**src/rtl/sbs_pkg.sv**
```systemverilog
package sbs_pkg;
  localparam int NPORT    = 2;
  localparam int MODE_W   = 3;
  localparam int CTRL_W   = 16;
  localparam int MISC_W   = 32;
  localparam int MODE_LSB = 24;

  localparam int CB_EN      = 0;
  localparam int CB_SLAVE   = 1;
  localparam int CB_HOTPLUG = 4;

  typedef enum logic [2:0] {
    ST_IDLE,
    ST_CLKWAIT,
    ST_WRITE,
    ST_SETTLE,
    ST_POLL
  } seq_st_e;

  function automatic logic mode_ok(input logic [MODE_W-1:0] m);
    return m < 3'd4;
  endfunction

  function automatic logic slave_for(input logic port, input logic [MODE_W-1:0] m);
    return (!port && m == 3'd2) || (port && m == 3'd3);
  endfunction

  function automatic logic [CTRL_W-1:0] ctrl_word(input logic port, input logic [MODE_W-1:0] m);
    logic [CTRL_W-1:0] w;
    w = '0;
    w[CB_EN]      = 1'b1;
    w[CB_HOTPLUG] = 1'b1;
    w[CB_SLAVE]   = slave_for(port, m);
    return w;
  endfunction

  function automatic logic [NPORT-1:0] linked(input logic en, input logic [MODE_W-1:0] m);
    logic [NPORT-1:0] l;
    l[0] = en && (m != 3'd2);
    l[1] = en && (m != 3'd3);
    return l;
  endfunction
endpackage

```
**src/rtl/sbs_mode_reg.sv**
```systemverilog
module sbs_mode_reg
  import sbs_pkg::*;
(
  input  logic              clk,
  input  logic              rst_n,
  input  logic              cfg_we,
  input  logic [MODE_W-1:0] cfg_mode,
  input  logic              cfg_bridge_en,
  output logic [MODE_W-1:0] mode_o,
  output logic              bridge_en_o,
  output logic [NPORT-1:0]  linked_o,
  output logic [MISC_W-1:0] misc_o,
  output logic              reject_o
);
  logic [MODE_W-1:0] mode_q;
  logic              en_q;

  assign reject_o = cfg_we && !mode_ok(cfg_mode);

  always_ff @(posedge clk) begin
    if (!rst_n) begin
      mode_q <= '0;
      en_q   <= 1'b0;
    end else if (cfg_we && mode_ok(cfg_mode)) begin
      mode_q <= cfg_mode;
      en_q   <= cfg_bridge_en;
    end
  end

  always_comb begin
    misc_o = '0;
    misc_o[MODE_LSB +: MODE_W] = mode_q;
  end

  assign mode_o      = mode_q;
  assign bridge_en_o = en_q;
  assign linked_o    = linked(en_q, mode_q);
endmodule

```
**src/rtl/sbs_port_clk.sv**
```systemverilog
module sbs_port_clk #(
  parameter int NP = 2
) (
  input  logic          clk,
  input  logic          rst_n,
  input  logic [NP-1:0] on_i,
  input  logic [NP-1:0] off_i,
  output logic [NP-1:0] en_o
);
  for (genvar p = 0; p < NP; p++) begin : g_port
    logic en_q;
    always_ff @(posedge clk) begin
      if (!rst_n)        en_q <= 1'b0;
      else if (on_i[p])  en_q <= 1'b1;
      else if (off_i[p]) en_q <= 1'b0;
    end
    assign en_o[p] = en_q;
  end
endmodule

```
**src/rtl/sbs_seq.sv**
```systemverilog
module sbs_seq
  import sbs_pkg::*;
#(
  parameter int CLK_SETTLE  = 500000,
  parameter int CTRL_SETTLE = 500000,
  parameter int POLL_PERIOD = 5000000,
  parameter int POLL_LIMIT  = 50000000
) (
  input  logic              clk,
  input  logic              rst_n,
  input  logic              start_req,
  input  logic              start_port,
  input  logic [MODE_W-1:0] mode_i,
  input  logic [NPORT-1:0]  phy_rdy_i,
  output logic              busy_o,
  output logic              port_o,
  output logic              ctrl_we_o,
  output logic [CTRL_W-1:0] ctrl_word_o,
  output logic              done_o,
  output logic              pass_o,
  output logic [NPORT-1:0]  clk_on_o,
  output logic [NPORT-1:0]  clk_off_o,
  output logic              start_acc_o,
  output logic              sample_o
);
  localparam int MAXT  = CLK_SETTLE + CTRL_SETTLE + POLL_PERIOD + POLL_LIMIT + 2;
  localparam int CNT_W = $clog2(MAXT + 1);
  localparam logic [CNT_W-1:0] S_T = CNT_W'(CLK_SETTLE);
  localparam logic [CNT_W-1:0] C_T = CNT_W'(CTRL_SETTLE);
  localparam logic [CNT_W-1:0] P_T = CNT_W'(POLL_PERIOD);
  localparam logic [CNT_W-1:0] L_T = CNT_W'(POLL_LIMIT);
  localparam logic [CNT_W-1:0] ONE = CNT_W'(1);

  seq_st_e           st_q;
  logic [CNT_W-1:0]  cnt_q;
  logic [CNT_W-1:0]  el_q;
  logic              port_q;
  logic              done_q;
  logic              pass_q;
  logic [CTRL_W-1:0] word_q;
  logic              rdy;
  logic              limit_hit;
  logic              fail_evt;

  assign rdy         = phy_rdy_i[port_q];
  assign start_acc_o = (st_q == ST_IDLE) && start_req;
  assign sample_o    = (st_q == ST_POLL) && (cnt_q == P_T);
  assign limit_hit   = (el_q >= L_T);
  assign fail_evt    = sample_o && !rdy && limit_hit;

  function automatic logic [CNT_W-1:0] sat_inc(input logic [CNT_W-1:0] v);
    return (v >= L_T) ? v : v + ONE;
  endfunction

  always_ff @(posedge clk) begin
    if (!rst_n) begin
      st_q   <= ST_IDLE;
      cnt_q  <= '0;
      el_q   <= '0;
      port_q <= 1'b0;
      done_q <= 1'b0;
      pass_q <= 1'b0;
      word_q <= '0;
    end else begin
      done_q <= 1'b0;
      unique case (st_q)
        ST_IDLE: begin
          if (start_req) begin
            port_q <= start_port;
            cnt_q  <= ONE;
            st_q   <= ST_CLKWAIT;
          end
        end
        ST_CLKWAIT: begin
          if (cnt_q == S_T) begin
            word_q <= ctrl_word(port_q, mode_i);
            st_q   <= ST_WRITE;
          end else begin
            cnt_q <= cnt_q + ONE;
          end
        end
        ST_WRITE: begin
          cnt_q <= ONE;
          el_q  <= ONE;
          st_q  <= ST_SETTLE;
        end
        ST_SETTLE: begin
          el_q <= sat_inc(el_q);
          if (cnt_q == C_T) begin
            cnt_q <= ONE;
            st_q  <= ST_POLL;
          end else begin
            cnt_q <= cnt_q + ONE;
          end
        end
        ST_POLL: begin
          el_q <= sat_inc(el_q);
          if (cnt_q == P_T) begin
            if (rdy) begin
              done_q <= 1'b1;
              pass_q <= 1'b1;
              st_q   <= ST_IDLE;
            end else if (limit_hit) begin
              done_q <= 1'b1;
              pass_q <= 1'b0;
              st_q   <= ST_IDLE;
            end else begin
              cnt_q <= ONE;
            end
          end else begin
            cnt_q <= cnt_q + ONE;
          end
        end
        default: st_q <= ST_IDLE;
      endcase
    end
  end

  for (genvar p = 0; p < NPORT; p++) begin : g_gate
    assign clk_on_o[p]  = start_acc_o && (start_port == 1'(p));
    assign clk_off_o[p] = fail_evt && (port_q == 1'(p));
  end

  assign busy_o      = (st_q != ST_IDLE);
  assign port_o      = port_q;
  assign ctrl_we_o   = (st_q == ST_WRITE);
  assign ctrl_word_o = word_q;
  assign done_o      = done_q;
  assign pass_o      = pass_q;
endmodule

```
**src/rtl/sata_bringup_seq.sv**
```systemverilog
module sata_bringup_seq
  import sbs_pkg::*;
#(
  parameter int CLK_SETTLE  = 500000,
  parameter int CTRL_SETTLE = 500000,
  parameter int POLL_PERIOD = 5000000,
  parameter int POLL_LIMIT  = 50000000
) (
  input  logic        clk,
  input  logic        rst_n,
  input  logic        cfg_we,
  input  logic [2:0]  cfg_mode,
  input  logic        cfg_bridge_en,
  input  logic        start_req,
  input  logic        start_port,
  input  logic        stop_req,
  input  logic        stop_port,
  input  logic [1:0]  phy_rdy_i,
  output logic [1:0]  port_clk_en_o,
  output logic        ctrl_we_o,
  output logic        ctrl_port_o,
  output logic [15:0] ctrl_word_o,
  output logic        busy_o,
  output logic        done_o,
  output logic        pass_o,
  output logic        done_port_o,
  output logic [1:0]  ata_linked_o,
  output logic        bridge_en_o,
  output logic [31:0] misc_ctrl_o
);
  logic [MODE_W-1:0] mode_w;
  logic              cfg_reject_w;
  logic [NPORT-1:0]  clk_on_w;
  logic [NPORT-1:0]  fail_off_w;
  logic [NPORT-1:0]  stop_off_w;
  logic [NPORT-1:0]  clk_off_w;
  logic              start_acc_w;
  logic              sample_w;
  logic              seq_port_w;
  logic              busy_w;

  sbs_mode_reg u_mode (
    .clk          (clk),
    .rst_n        (rst_n),
    .cfg_we       (cfg_we),
    .cfg_mode     (cfg_mode),
    .cfg_bridge_en(cfg_bridge_en),
    .mode_o       (mode_w),
    .bridge_en_o  (bridge_en_o),
    .linked_o     (ata_linked_o),
    .misc_o       (misc_ctrl_o),
    .reject_o     (cfg_reject_w)
  );

  sbs_seq #(
    .CLK_SETTLE (CLK_SETTLE),
    .CTRL_SETTLE(CTRL_SETTLE),
    .POLL_PERIOD(POLL_PERIOD),
    .POLL_LIMIT (POLL_LIMIT)
  ) u_seq (
    .clk        (clk),
    .rst_n      (rst_n),
    .start_req  (start_req),
    .start_port (start_port),
    .mode_i     (mode_w),
    .phy_rdy_i  (phy_rdy_i),
    .busy_o     (busy_w),
    .port_o     (seq_port_w),
    .ctrl_we_o  (ctrl_we_o),
    .ctrl_word_o(ctrl_word_o),
    .done_o     (done_o),
    .pass_o     (pass_o),
    .clk_on_o   (clk_on_w),
    .clk_off_o  (fail_off_w),
    .start_acc_o(start_acc_w),
    .sample_o   (sample_w)
  );

  for (genvar p = 0; p < NPORT; p++) begin : g_stop
    assign stop_off_w[p] = stop_req && (stop_port == 1'(p))
                           && !(busy_w && seq_port_w == 1'(p));
  end
  assign clk_off_w = fail_off_w | stop_off_w;

  sbs_port_clk #(.NP(NPORT)) u_clk (
    .clk  (clk),
    .rst_n(rst_n),
    .on_i (clk_on_w),
    .off_i(clk_off_w),
    .en_o (port_clk_en_o)
  );

  assign busy_o      = busy_w;
  assign ctrl_port_o = seq_port_w;
  assign done_port_o = seq_port_w;
endmodule

```
**config.mk**
```make
export PLATFORM = sky130hd
export DESIGN_NAME = sata_bringup_seq
export DESIGN_NICKNAME = d
export VERILOG_FILES = /design/src/rtl/sbs_pkg.sv /design/src/rtl/sbs_mode_reg.sv /design/src/rtl/sbs_port_clk.sv /design/src/rtl/sbs_seq.sv /design/src/rtl/sata_bringup_seq.sv
export SDC_FILE = /design/constraint.sdc
export NUM_CORES = 1
export LEC_CHECK = 0
export ABC_AREA = 1
export BUFFER_PORTS_ARGS = -buffer_cell sky130_fd_sc_hd__buf_4
export CAP_MARGIN = 20
export CORE_MARGIN = 2
export CORE_UTILIZATION = 59
export DETAILED_ROUTE_END_ITERATION = 8
export GPL_TIMING_DRIVEN = 0
export PLACE_DENSITY = 0.79
export SLEW_MARGIN = 25
export SYNTH_ARGS = -nofsm -noshare
export SYNTH_HDL_FRONTEND = slang
export SYNTH_HIERARCHICAL = 1
export SYNTH_SLANG_ARGS = --single-unit
```
**constraint.sdc**
```tcl
create_clock -name clk -period 2.44 [get_ports clk]
set_clock_uncertainty 0.1 [all_clocks]
set_input_delay 0.244 -clock clk [delete_from_list [all_inputs] [get_ports clk]]
set_output_delay 0.244 -clock clk [all_outputs]
set_load 0.01 [all_outputs]
```
---- Word-level counts from Yosys, hierarchy flattened ----
Cells that the tools add are included.
word-level totals
  bits in registers ....................... 67
  output and inout port bits .............. 59
  memories kept ........................... 0
  RAM bits ................................ 0
  ROM bits ................................ 0
  bits in latches ......................... 0
  input bits .............................. 13
operators by class
  eq/ne operators ......................... 19
  multiplexer cells ....................... 26
  multiply operators ...................... 0
  reduce and logical (&&, ||, !) cells .... 39
  add/sub/neg operators ................... 2
  shift operators ......................... 0
  bitwise logic cells ..................... 4
  order comparisons ....................... 3
  div/mod/pow operators ................... 0
operators by type and width
  operator                                                   number
  two-way mux 26 bit                                         7
  one-hot mux 26 bit (5 select lines)                        1
  adder 26 x 1 -> 26 bit, second input constant              2
  one-hot mux 26 bit (2 select lines)                        1
  equality test 26 x 19 -> 1 bit, second input constant      1
  equality test 26 x 23 -> 1 bit, second input constant      1
  greater-or-equal comparator 26 bit, second input constant  1
  logical AND 1 bit                                          19
  two-way mux 3 bit                                          6
  one-hot mux 3 bit (5 select lines)                         1
  equality test 3 x 2 -> 1 bit, second input constant        4
  two-way mux 1 bit                                          10
  AND reduction 5 bit                                        2
  inequality test 2 bit, second input constant               4
  nonzero test 2 bit                                         4
  inequality test 3 x 2 -> 1 bit, second input constant      2
  inequality test 3 bit, second input constant               2
  AND reduction 2 bit                                        3
  AND reduction 3 bit                                        2
  nonzero test 5 bit                                         1
  logical NOT 1 bit                                          4
  inequality test 2 x 1 -> 1 bit, second input constant      2
  equality test 3 x 1 -> 1 bit, second input constant        1
  equality test 3 bit, second input constant                 1
  other kinds (9)                                            11

---- Logic depth before layout (Yosys ltp) ----
  word-level depth ........................ 9
  mapped depth ............................ 15
  mapped depth without buffers ............ 14

---- By module ----
Netlist, hierarchy kept.
modules (own cells, without submodules)
  module            times used  area an instance (µm²)  seq. area each (µm²)  cells an instance
  sbs_seq           1           4539.4                  1201.2                782
  sbs_mode_reg      1           439.2                   80.1                  65
  sbs_port_clk      1           91.3                    40.0                  13
  sata_bringup_seq  1           52.6                    0.0                   12

---- Least setup slack after synthesis ----
OpenSTA, ideal clock, no wires.
  path kind ............................... register to register
  from .................................... reg u_seq.cnt_q[0]
  to ...................................... reg u_seq.cnt_q[16]
  setup slack ............................. 0.574 ns
  stages on the path, launching flop included .. 11
  data arrival time ....................... 1.695 ns
  clock period less this slack ............ 1.866 ns
  library setup time ...................... 0.071 ns
  data required time ...................... 2.269 ns
  cells stage by stage .................... dfxtp_1 ha_1 nand2_1 nor2_1 nand2_1 nor2_1 xor2_1 nand3_1 nand3_1 nand2_1 a21oi_1
between the ends
  cells in the longest elaborated chain, start to end .. 3
ends and longest elaborated chain
  item                                                                        RTL line                                      text
  from (decl)                                                                 sbs_seq.sv:35                                 logic [CNT_W-1:0] cnt_q;
  from (signal assigned)                                                      sbs_seq.sv:79                                 cnt_q <= cnt_q + ONE;
  from (signal assigned)                                                      sbs_seq.sv:93                                 cnt_q <= cnt_q + ONE;
  from (signal assigned)                                                      sbs_seq.sv:111                                cnt_q <= cnt_q + ONE;
  adder 26 x 1 -> 26 bit (tied with other cells)                              sbs_seq.sv:79, sbs_seq.sv:93, sbs_seq.sv:111
  two-way mux 26 bit (tied with other cells)                                  sbs_seq.sv:98                                 if (cnt_q == P_T) begin
  one-hot mux 26 bit (5 select lines) or AND reduction 5 bit (tied branches)  n/a
Several ways; a longest one is shown, not always the timed one. The select of a mux whose other input is x is not followed.
A chain may end at the register's enable or synchronous reset.

---- Worst setup path in the final report ----
  from .................................... reg u_seq.cnt_q[0]
  to ...................................... reg u_seq.cnt_q[8]
The elaborated chain is that of the path after synthesis.

==> impl_metrics.ini <==
[run_status]
outcome = finished with violations
violations = design-rule violations

[sta]
drv_slew = 0
hold_violations = 0
tightestPinTransition_ps = 691
post-route-period-util = 0.951
timing.setup.tns_ps = 0
fmax_mhz = 431
rsz0062_at_grt = yes
setup_viol = 0
relSlewSlack = 0.540
fin_crit_ps = 2320

[critical_path]
cpMostUsedCell = nand2_1
cp_max_fo = 10
worst_setup_path_end_kind = register
critPathLaunchType = register
timing.rr.start = u_seq/cnt_q[0]
critPathRequiredTime_ps = 2600
cpPeakStageDelay_ps = 400
reg2reg_depth = 11
cp_cell_sequence = inv_1, ha_1, nand3_1, nor3_4, nand2_1, nor2_4, nand2_2, nand3b_4, buf_6, nand2_1, a21oi_1
critPathSlowestCell = dfxtp_1
crit_arrival_ps = 2490
worst_path_dominant_cell_family = simple AND/OR/NAND/NOR gates
r2r_end = u_seq/cnt_q[8]
rrSetupSlack_ps = 120
path_buf_inv = 2
setup.worst_path.start = u_seq/cnt_q[0]
crit_type = reg2reg

[hold_path]
holdPathEnd = u_mode/mode_o[2]
hold_depth = 3
min_path_type = in2reg
hp-start = cfg_mode[2]

[global_routing]
grt_pass1_vias = 5411
grt_pass1_wl_mm = 25.4
antenna_found_initial = 0
grt_max_degree = 12
grtUsageTotal = 0.330
grt-ovfl-total = 0

[clocking]
clkTransAtPathRegs_ps = 80
clk_latency_ps = 340
numCtsBuffers = 9
cts_tree = yes
cts_num_sinks = 66
cts-root-buf = clkbuf_8
cts-htree-levels = 3
clk_path_buf_depth = 2

[cells_and_area]
utilization = 0.710
n_antenna_cell = 0
syn2layout_area_growth_pct = 15.1
finalNetCount = 967
fin_cells = 1060
layout-drive-gt1-share = 0.140

[power]
power_density_nw_per_um2 = 620
leakage_nw = 2.54
switching_share = 0.382
ir_worst_vdd_mv = 0.522
clock_power_share = 0.319
p_sw_mw = 1.39
seqPwrFrac = 0.332
internal_power_mw = 2.26
comb_power_share = 0.350

[logic_synthesis]
synth_warnings = 6
postSynthCellCount = 870
syn_area_um2 = 5110
syn_avg_cell_area_um2 = 5.88

[run]
max-cap-violations = 0

[floorplanning]
dieArea_um2 = 9430
core-area_um2 = 8300
start_util = 0.616
io_pins = 72
rows = 33
die_y_um = 97.1
fp.dieW_um = 97.1

[drt]
via_per_inst = 5.59
route.detailed.drc = 1
num_vias = 5926
ant_nets = 0
wire_per_inst_um = 14.8
wirelength_mm = 15.7
drtIter0Drc = 549
drt_pass1_iterations = 7

[placement]
io_buffers = 29
hpwl_mm = 12.0
gp_congestion = 0.995
post-place-cells = 1044
[metrics by stage]
stage	setup slack, ps	area (um2)	hold slack, ps	power [mW]
2_1_floorplan	574	5270	265	2.05
3_3_place_gp	41.1	5610	348	2.41
3_5_place_dp	23.8	5610	352	2.45
4_1_cts	51.6	5860	39.3	3.60
5_1_grt	-1.81	5890	57.8	3.80
6_report	119	5890	45.5	3.65
[worst reg2reg max path: stages, from the launching register on]
cell	delay, ps
dfxtp_1	400
inv_1	150
ha_1	180
nand3_1	130
nor3_4	260
nand2_1	160
nor2_4	140
nand2_2	120
nand3b_4	190
buf_6	200
nand2_1	70
a21oi_1	140
[state kept, by name, indices dropped and copies added, names as in the netlist]
signal              cells
u_mode/bridge_en_o      1
u_seq/st_q              3
u_clk/g_port.en_q       2
u_seq/pass_o            1
u_seq/el_q             26
u_seq/cnt_q            26
u_seq/port_o            1
u_seq/done_o            1
u_mode/mode_o           3
u_seq/ctrl_word_o       2
[repair_timing]
item,in CTS,in global routing
endpoints found under the hold margin,0,0
pin swaps,0,1
endpoints found under the setup margin,1,19
setup buffers,0,0
hold buffers,0,0
resized for setup,1,7
[worst max-delay path by stage]
stage          slack (ps)  depth (start not counted)         endpoint
2_1_floorplan         570                         10  u_seq/cnt_q[16]
3_3_place_gp           40                         10  u_seq/cnt_q[16]
3_5_place_dp           20                         10  u_seq/cnt_q[16]
4_1_cts                50                         10   u_seq/el_q[22]
5_1_grt                -2                          6  u_seq/cnt_q[23]
6_report              120                         11   u_seq/cnt_q[8]
[area by class of cell]
class                      instances  area (um2)
multi-input combinational        677        3120
fill                             725        2410
sequential                        66        1320
buffer                            74         510
inverter                          93         349
timing repair buffer              29         218
clock buffer                      12         145
tap                              105         131
clock inverter                     4        98.8
[routing by layer]
| metal | track usage | vias to the layer above | routed length, um |
|---|---|---|---|
| li1 | - | 2848 | - |
| met1 | 0.452 | 2650 | 6570 |
| met2 | 0.511 | 385 | 6910 |
| met3 | 0.0691 | 43 | 1850 |
| met4 | 0.122 | 0 | 404 |
| met5 | 0 | - | 0 |
[power groups by stage]
| stage | Sequential [mW] | Clock (mW) | Combinational, mW |
|---|---|---|---|
| global placement | 1.22 | 0 | 1.19 |
| global route | 1.21 | 1.22 | 1.36 |
| CTS | 1.21 | 1.17 | 1.22 |
| floorplan | 1.22 | 0 | 0.835 |
| finish | 1.21 | 1.16 | 1.28 |
| detailed placement | 1.23 | 0 | 1.22 |
[layout by cell type, fill, tap and decap left out, types with 2 or more instances in the layout]
master	instances
nand2_1	250
nor2_1	133
inv_1	88
buf_4	82
nand3_1	69
dfxtp_1	66
a21oi_1	55
conb_1	42
nand4_1	23
nor3_1	22
o21ai_0	17
xor2_1	14
clkbuf_8	10
clkbuf_1	10
buf_2	9
nand2_2	7
o311ai_0	6
xnor2_1	5
nor2_2	4
or2_2	4
ha_1	4
bufinv_16	3
a31oi_1	3
inv_2	3
buf_6	3
nor3_2	3
nor2_4	2
clkinv_1	2
a211oi_1	2
nand3b_1	2
No activity file was read; power rests on OpenSTA's default activity.
